<file path="src/rtl/fa_pkg.sv">
package fa_pkg;
    typedef enum logic [0:0] {
        FM_BOOT  = 1'b0,
        FM_PLAIN = 1'b1
    } fetch_mode_e;

    typedef enum logic [1:0] {
        OP_HOLD = 2'd0,
        OP_SEQ  = 2'd1,
        OP_NEAR = 2'd2,
        OP_FAR  = 2'd3
    } ip_op_e;

    function automatic ip_op_e pick_op(input logic far_en, input logic near_en,
                                       input logic seq_en);
        ip_op_e op;
        if (far_en)       op = OP_FAR;
        else if (near_en) op = OP_NEAR;
        else if (seq_en)  op = OP_SEQ;
        else              op = OP_HOLD;
        return op;
    endfunction
endpackage

</file>
<file path="src/rtl/fa_mode_fsm.sv">
module fa_mode_fsm
    import fa_pkg::*;
#(
    parameter bit USE_BOOT = 1'b1
) (
    input  logic clk,
    input  logic rst,
    input  logic far_take,
    output logic ovr_on
);
    localparam fetch_mode_e START_MODE = USE_BOOT ? FM_BOOT : FM_PLAIN;

    fetch_mode_e mode_q;
    fetch_mode_e mode_d;

    always_comb begin
        mode_d = mode_q;
        unique case (mode_q)
            FM_BOOT:  if (far_take) mode_d = FM_PLAIN;
            FM_PLAIN: mode_d = FM_PLAIN;
            default:  mode_d = START_MODE;
        endcase
    end

    always_ff @(posedge clk) begin
        if (rst) mode_q <= START_MODE;
        else     mode_q <= mode_d;
    end

    always_comb begin
        unique case (mode_q)
            FM_BOOT:  ovr_on = 1'b1;
            FM_PLAIN: ovr_on = 1'b0;
            default:  ovr_on = 1'b0;
        endcase
    end
endmodule

</file>
<file path="src/rtl/fa_seg_regs.sv">
module fa_seg_regs
    import fa_pkg::*;
#(
    parameter int ADDR_W = 32,
    parameter int SEL_W  = 16,
    parameter int IP_W   = 16,
    parameter int LEN_W  = 4,
    parameter logic [SEL_W-1:0]  RST_SEL  = '0,
    parameter logic [ADDR_W-1:0] RST_BASE = '0,
    parameter logic [IP_W-1:0]   RST_IP   = '0
) (
    input  logic              clk,
    input  logic              rst,
    input  logic              seq_en,
    input  logic [LEN_W-1:0]  seq_len,
    input  logic              near_en,
    input  logic [IP_W-1:0]   near_ip,
    input  logic              far_en,
    input  logic [SEL_W-1:0]  far_sel,
    input  logic [IP_W-1:0]   far_ip,
    output logic [SEL_W-1:0]  sel_q,
    output logic [ADDR_W-1:0] base_q,
    output logic [IP_W-1:0]   ip_q,
    output logic              far_take
);
    localparam int SHIFT = 4;

    ip_op_e op;
    logic [ADDR_W-1:0] far_base;

    assign op       = pick_op(far_en, near_en, seq_en);
    assign far_take = (op == OP_FAR);
    assign far_base = ADDR_W'({far_sel, {SHIFT{1'b0}}});

    always_ff @(posedge clk) begin
        if (rst) begin
            sel_q  <= RST_SEL;
            base_q <= RST_BASE;
            ip_q   <= RST_IP;
        end else begin
            unique case (op)
                OP_FAR: begin
                    sel_q  <= far_sel;
                    base_q <= far_base;
                    ip_q   <= far_ip;
                end
                OP_NEAR: ip_q <= near_ip;
                OP_SEQ:  ip_q <= ip_q + IP_W'(seq_len);
                OP_HOLD: ip_q <= ip_q;
                default: ip_q <= ip_q;
            endcase
        end
    end
endmodule

</file>
<file path="src/rtl/fa_addr_form.sv">
module fa_addr_form #(
    parameter int ADDR_W   = 32,
    parameter int IP_W     = 16,
    parameter int OVR_BITS = 12,
    parameter int PHYS_W   = 32,
    parameter bit NARROW   = 1'b0
) (
    input  logic [ADDR_W-1:0] base,
    input  logic [IP_W-1:0]   ip,
    input  logic              ovr_on,
    output logic [ADDR_W-1:0] addr
);
    localparam logic [ADDR_W-1:0] OVR_MASK  = {{OVR_BITS{1'b1}}, {(ADDR_W-OVR_BITS){1'b0}}};
    localparam logic [ADDR_W-1:0] PHYS_MASK = ADDR_W'({PHYS_W{1'b1}});

    logic [ADDR_W-1:0] sum;
    assign sum = base + ADDR_W'(ip);

    generate
        if (NARROW) begin : g_narrow
            logic unused_ovr;
            assign unused_ovr = ovr_on;
            assign addr = sum & PHYS_MASK;
        end else begin : g_full
            assign addr = ovr_on ? (sum | OVR_MASK) : sum;
        end
    endgenerate
endmodule

</file>
<file path="src/rtl/fetch_addr_gen.sv">
module fetch_addr_gen #(
    parameter bit COMPAT20 = 1'b0,
    parameter int ADDR_W   = 32,
    parameter int SEL_W    = 16,
    parameter int IP_W     = 16,
    parameter int LEN_W    = 4,
    parameter int OVR_BITS = 12
) (
    input  logic              clk,
    input  logic              rst,
    input  logic              seq_en,
    input  logic [LEN_W-1:0]  seq_len,
    input  logic              near_en,
    input  logic [IP_W-1:0]   near_ip,
    input  logic              far_en,
    input  logic [SEL_W-1:0]  far_sel,
    input  logic [IP_W-1:0]   far_ip,
    output logic [ADDR_W-1:0] fetch_addr,
    output logic [SEL_W-1:0]  cs_sel,
    output logic              boot_ovr
);
    localparam int PHYS_W = COMPAT20 ? (SEL_W + 4) : ADDR_W;
    localparam logic [SEL_W-1:0] RST_SEL =
        COMPAT20 ? {SEL_W{1'b1}} : {4'hF, {(SEL_W-4){1'b0}}};
    localparam logic [ADDR_W-1:0] RST_BASE =
        COMPAT20 ? ADDR_W'({{SEL_W{1'b1}}, 4'h0})
                 : {{(ADDR_W-SEL_W){1'b1}}, {SEL_W{1'b0}}};
    localparam logic [IP_W-1:0] RST_IP =
        COMPAT20 ? {IP_W{1'b0}} : {{(IP_W-4){1'b1}}, 4'h0};

    logic [ADDR_W-1:0] base_q;
    logic [IP_W-1:0]   ip_q;
    logic              far_take;
    logic              ovr_on;

    fa_seg_regs #(
        .ADDR_W(ADDR_W), .SEL_W(SEL_W), .IP_W(IP_W), .LEN_W(LEN_W),
        .RST_SEL(RST_SEL), .RST_BASE(RST_BASE), .RST_IP(RST_IP)
    ) u_regs (
        .clk(clk), .rst(rst),
        .seq_en(seq_en), .seq_len(seq_len),
        .near_en(near_en), .near_ip(near_ip),
        .far_en(far_en), .far_sel(far_sel), .far_ip(far_ip),
        .sel_q(cs_sel), .base_q(base_q), .ip_q(ip_q), .far_take(far_take)
    );

    fa_mode_fsm #(.USE_BOOT(!COMPAT20)) u_fsm (
        .clk(clk), .rst(rst), .far_take(far_take), .ovr_on(ovr_on)
    );

    fa_addr_form #(
        .ADDR_W(ADDR_W), .IP_W(IP_W), .OVR_BITS(OVR_BITS),
        .PHYS_W(PHYS_W), .NARROW(COMPAT20)
    ) u_addr (
        .base(base_q), .ip(ip_q), .ovr_on(ovr_on), .addr(fetch_addr)
    );

    assign boot_ovr = ovr_on;
endmodule

</file>
<file path="config.mk">
export PLATFORM = sky130hd
export DESIGN_NAME = fetch_addr_gen
export DESIGN_NICKNAME = d
export VERILOG_FILES = /design/src/rtl/fa_pkg.sv /design/src/rtl/fa_mode_fsm.sv /design/src/rtl/fa_seg_regs.sv /design/src/rtl/fa_addr_form.sv /design/src/rtl/fetch_addr_gen.sv
export SDC_FILE = /design/constraint.sdc
export NUM_CORES = 1
export LEC_CHECK = 0
export BUFFER_PORTS_ARGS = -buffer_cell sky130_fd_sc_hd__clkbuf_2
export CORE_MARGIN = 2
export CORE_UTILIZATION = 40
export DETAILED_ROUTE_END_ITERATION = 8
export PLACE_DENSITY = 0.75
export RECOVER_POWER = 50
export SKIP_LAST_GASP = 1
export SLEW_MARGIN = 20
export SYNTH_ARGS = -nofsm -noshare
export SYNTH_HDL_FRONTEND = slang
export SYNTH_SLANG_ARGS = --single-unit
</file>
<file path="constraint.sdc">
create_clock -name clk -period 6.8 [get_ports clk]
set_input_delay 0.34 -clock clk [delete_from_list [all_inputs] [get_ports clk]]
set_output_delay 0.34 -clock clk [all_outputs]
set_load 0.03 [all_outputs]
</file>
======== Yosys cells after proc, flatten, opt, wreduce, memory -nomap -nowiden ========
Index checks and enable logic that the tools add are counted.
word-level totals
  flip-flop bits (word level) ............. 61
  input port bits ......................... 57
  output and inout bits ................... 49
  logic and storage cells ................. 19
cells by class
  add/sub/neg operators ................... 2
  equality and inequality tests ........... 3
  mux-type cells .......................... 8
  bitwise gates (word level) .............. 1
  reduce and logical (&&, ||, !) cells .... 1
operators by type and width
  cell                count
  $pmux 16 s3         1
  $add 32x16->32      1
  $mux 32             1
  $add 16x4->16       1
  $eq 2x2->1 const B  2
  $mux 2              2
  $pmux 1 s2          2
  $eq 2x1->1 const B  1
  $logic_not 2->1     1
  $mux 1              2
  $not 1->1           1

======== Depth between registers and ports, before layout ========
  depth in word-level cells ............... 6
  gate-level depth with buffers ........... 10
  depth with buffers taken out ............ 9

======== By module ========
Synthesis repeated with hierarchy kept, for this count alone.
unflattened totals
  cells, all modules ...................... 442
  area total of the unflattened synthesis .. 3435.8 um2
by module, submodules not included
  module        instances  cells each  area each (um2)  sequential area each (um2)
  fa_seg_regs   1          256         2158.3           660.6
  fa_addr_form  1          183         1243.7           0.0
  fa_mode_fsm   1          3           33.8             20.0

======== Worst setup path after synthesis ========
Ideal clock, no wire load.
  path kind ............................... register to output
  from .................................... register u_regs.ip_q[4]
  to ...................................... output fetch_addr[18]
  data arrival time ....................... 2.469 ns
  data required time ...................... 6.460 ns
  path slack .............................. 3.991 ns
  cell stages (with the launch flop) ...... 10
  buffers on the path ..................... 0
  cells stage by stage .................... dfxtp_1 > ha_1 > inv_1 > fa_1 > nand2b_1 > a21oi_1 > o311ai_0 > a31oi_1 > nand3_1 > xnor2_1
between the ends
  cells in the longest elaborated chain, start to end .. 2
ends and longest elaborated chain
  item                    line                  source
  from (decl)             fa_seg_regs.sv:23     output logic [IP_W-1:0] ip_q,
  from (signal assigned)  fa_seg_regs.sv:45     ip_q <= far_ip;
  from (signal assigned)  fa_seg_regs.sv:47     OP_NEAR: ip_q <= near_ip;
  from (signal assigned)  fa_seg_regs.sv:48     OP_SEQ: ip_q <= ip_q + IP_W'(seq_len);
  $add 32x16->32          fa_addr_form.sv:17    assign sum = base + ADDR_W'(ip);
  $mux 32                 fa_addr_form.sv:25    assign addr = ovr_on ? (sum | OVR_MASK) : sum;
  to (decl)               fetch_addr_gen.sv:18  output logic [ADDR_W-1:0] fetch_addr,
No other way between the ends.

======== Worst setup path after layout ========
Same ends and word-level chain as after synthesis.

==> flow_metrics.env <==
export IMPL_r2r_cells=9
export IMPL_finalSetupViolCount=0
export IMPL_grt_max_degree=28
export IMPL_syn_area_mm2=0.00281
export IMPL_die_h_um=87.8
export IMPL_ys_seq_area_share_pct=24.2
export IMPL_synthSimpleGateAreaFrac_pct=15.7
export IMPL_cts_sinks=34
export IMPL_synth_xor_area_share_pct=4.98
export IMPL_rsz0062_at_grt="false"
export IMPL_tns_ns=0
export IMPL_peakVddDrop_v=0.0000941
export IMPL_cts_tree="done"
export IMPL_yosysTopAreaCellShare_pct=24.2
export IMPL_internal_power_mw=0.420
export IMPL_rows=30
export IMPL_cp_start_kind="flip-flop"
export IMPL_cts_root_buf="clkbuf_8"
export IMPL_max_cap_violations=0
export IMPL_hp_class="in2reg"
export IMPL_worstHoldPathCells=3
export IMPL_ys_flop_type="dfxtp_1"
export IMPL_io_pins=106
export IMPL_core_area_mm2=0.00679
export IMPL_endpoint_kind="primary output"
export IMPL_fp_dieArea_mm2=0.00771
export IMPL_overflow=0
export IMPL_path_max_fanout=7
export IMPL_grt_pass1_vias=2521
export IMPL_async_reset_ff_share_pct=0
export IMPL_drive_gt1_share_pct=23.3
export IMPL_total_power_mw=0.742
export IMPL_synth_edff_count=0
export IMPL_routed_via_density=5.36
export IMPL_syn_area_per_cell_um2=7.88
export IMPL_diodes=0
export IMPL_grt_pass1_wl_um=11900
export IMPL_final_max_slew_viol_count=0
export IMPL_clock_path_buffers=2
export IMPL_finalHoldViolCount=0
export IMPL_tightest_slew_ns=1.06
export IMPL_ys_ff_latch=34
export IMPL_numPortBuffers=105
export IMPL_synthTopCellsByArea="dfxtp_1, ha_1, mux2i_1"
export IMPL_synthAdderAreaFrac_pct=10.3
export IMPL_postCtsHoldBufs=0
export IMPL_ant_nets=0
export IMPL_post_route_drc_count=0
export IMPL_die_w_um=87.8
export IMPL_status="completed"
export IMPL_firstDrtPassIters=7
export IMPL_power_switching_mw=0.322
export IMPL_postCtsSetupBuffers=0
export IMPL_drt_iter0_drc=156
export IMPL_antenna_found_initial=0
export IMPL_post_cts_resized=0
export IMPL_netSwitchingFraction_pct=43.4
export IMPL_p_leak_nw=1.54
export IMPL_routed_wl_um=7350
export IMPL_start_util_pct=41.4
export IMPL_worstSetupPathType="reg2out"
export IMPL_h_tree_depth=2
export IMPL_crit_arrival_ns=2.98
export IMPL_synth_top_cell_by_area="dfxtp_1"
export IMPL_clk_pin_slew_ns=0.07
export IMPL_powerDensity_mw_per_mm2=228
export IMPL_synthCells=357
export IMPL_max_slew_margin_pct=29.4
export IMPL_nets=511
export IMPL_syn_to_final_growth_pct=15.8
export IMPL_worstPathRequired_ns=6.46
export IMPL_cts_buffers=5
export IMPL_synth_compound_area_share_pct=26.6
export IMPL_vias=2835
export IMPL_power_frac_seq_pct=32.4
export IMPL_synth_cell_types=49
export IMPL_track_usage_pct=19.4
export IMPL_finalCriticalPeriod_ns=3.32
export IMPL_finalCritPeriodShare_pct=48.8
export IMPL_insertion_delay_ns=0.29
export IMPL_dp_hpwl_um=5610
export IMPL_gp_congestion=0.842
export IMPL_pwr_share_clk_pct=21.1
export IMPL_yosysWarnings=0
export IMPL_synth_nets=436
export IMPL_fmax_ghz=0.301
export IMPL_synth_top_family_by_area="compound AO/OA/AOI/OAI gates"
export IMPL_wl_per_cell_um=13.9
export IMPL_clock_skew_final_ns=0.00817
export IMPL_combPwrFrac_pct=46.6
export IMPL_synth_mux_area_share_pct=6.05
==> flip-flops by register name, indices dropped and copies added (netlist names) <==
register and flops:
u_regs.ip_q 16, u_regs.sel_q 15, u_regs.base_q 2, u_fsm.mode_q 1
==> path summary, 6_finish.rpt <==
check / startpoint / end / slack, ns
worst max-delay path: u_regs.ip_q[4] / fetch_addr[18] / 3.48
worst min-delay path: far_sel[13] / u_regs.sel_q[13] / 0.27
worst max register to register: u_regs.ip_q[0] / u_regs.ip_q[12] / 4.55
worst min register to register: u_regs.ip_q[1] / u_regs.ip_q[1] / 0.52
==> Yosys cell counts (4+ instances only) <==
library cell / instances
a21o_1: 6
a21oi_1: 29
a31oi_1: 5
and3_1: 10
buf_2: 4
buf_4: 20
clkbuf_1: 9
clkbuf_8: 4
dfxtp_1: 34
ha_1: 20
inv_1: 16
mux2i_1: 17
nand2_1: 28
nand3_1: 7
nor2_1: 33
nor2b_1: 4
o211ai_1: 7
o21ai_0: 33
o31ai_1: 7
xnor2_1: 11
xor2_1: 5
==> power groups by stage <==
stage                     Sequential [mW]  Clock, mW  Combinational, mW
final                               0.240      0.156              0.346
after global routing                0.243      0.174              0.377
after CTS                           0.240      0.161              0.351
after detailed placement            0.244          0              0.350
after global placement              0.243          0              0.344
after floorplan                     0.236          0              0.278
==> worst max-delay path: stages (launching register included) <==
cell      delay, ns
dfxtp_1        0.45
ha_1           0.24
inv_1          0.06
fa_1           0.40
nand2b_1       0.18
a21oi_1        0.21
o311ai_0       0.19
a31oi_1        0.43
nand3_1        0.16
xnor2_1        0.15
clkbuf_2       0.22
==> area by class of cell <==
| class | instances | area, µm² |
|---|---|---|
| timing repair buffer | 106 | 504 |
| inverter | 19 | 71.3 |
| clock buffer | 7 | 86.3 |
| fill | 693 | 3540 |
| multi-input combinational | 266 | 1790 |
| sequential | 34 | 681 |
| clock inverter | 1 | 5.00 |
| tap | 96 | 120 |
==> cells in the final DEF, fill, tap and decap left out, drive strengths merged, types with 3 or more instances in the layout <==
cell type  synthesis  layout
a311oi             3       3
nand3              7       7
nor2b              4       4
xor2               5       5
ha                20      20
mux2i             17      17
o21a               3       3
a31oi              5       5
a21oi             29      29
dfxtp             34      34
clkbuf            13     112
inv               16      16
a221oi             3       3
a211oi             3       3
clkinv             3       4
nor3               3       3
o21ai             35      35
a21o               7       7
nand2b             3       3
o211ai             8       8
nor2              33      33
xnor2             11      11
and3              12      12
nand2             28      28
o31ai              7       7
==> metrics by stage <==
step	cells	worst slack [ns]	util (%)	cell area, µm²	hold slack, ns
floorplan	357	3.99	-	2810	0.468
global placement	521	3.89	47.0	3190	0.491
detailed placement	521	3.83	47.0	3190	0.500
CTS	529	3.50	48.4	3290	0.267
global route	529	3.27	47.9	3260	0.270
finish	529	3.48	47.9	3260	0.271
==> routing by layer <==
layer | vias up | part of all wire, % | global-route usage (%) | routed length [µm]
met1 | 1285 | 44 | 24.7 | 3250
met3 | 10 | 7.7 | 3.77 | 568
met2 | 122 | 47 | 33.3 | 3430
met4 | 0 | 1.4 | 5.59 | 104
li1 | 1418 | - | - | -
met5 | - | 0 | 0 | 0
==> cells by family after synthesis <==
group / after synthesis
compound gates: 116
flops: 34
mux: 17
simple gates: 95
fa+ha+maj: 22
xor+xnor: 16
buf+inv: 57
Power figures use the tool's default switching activity.
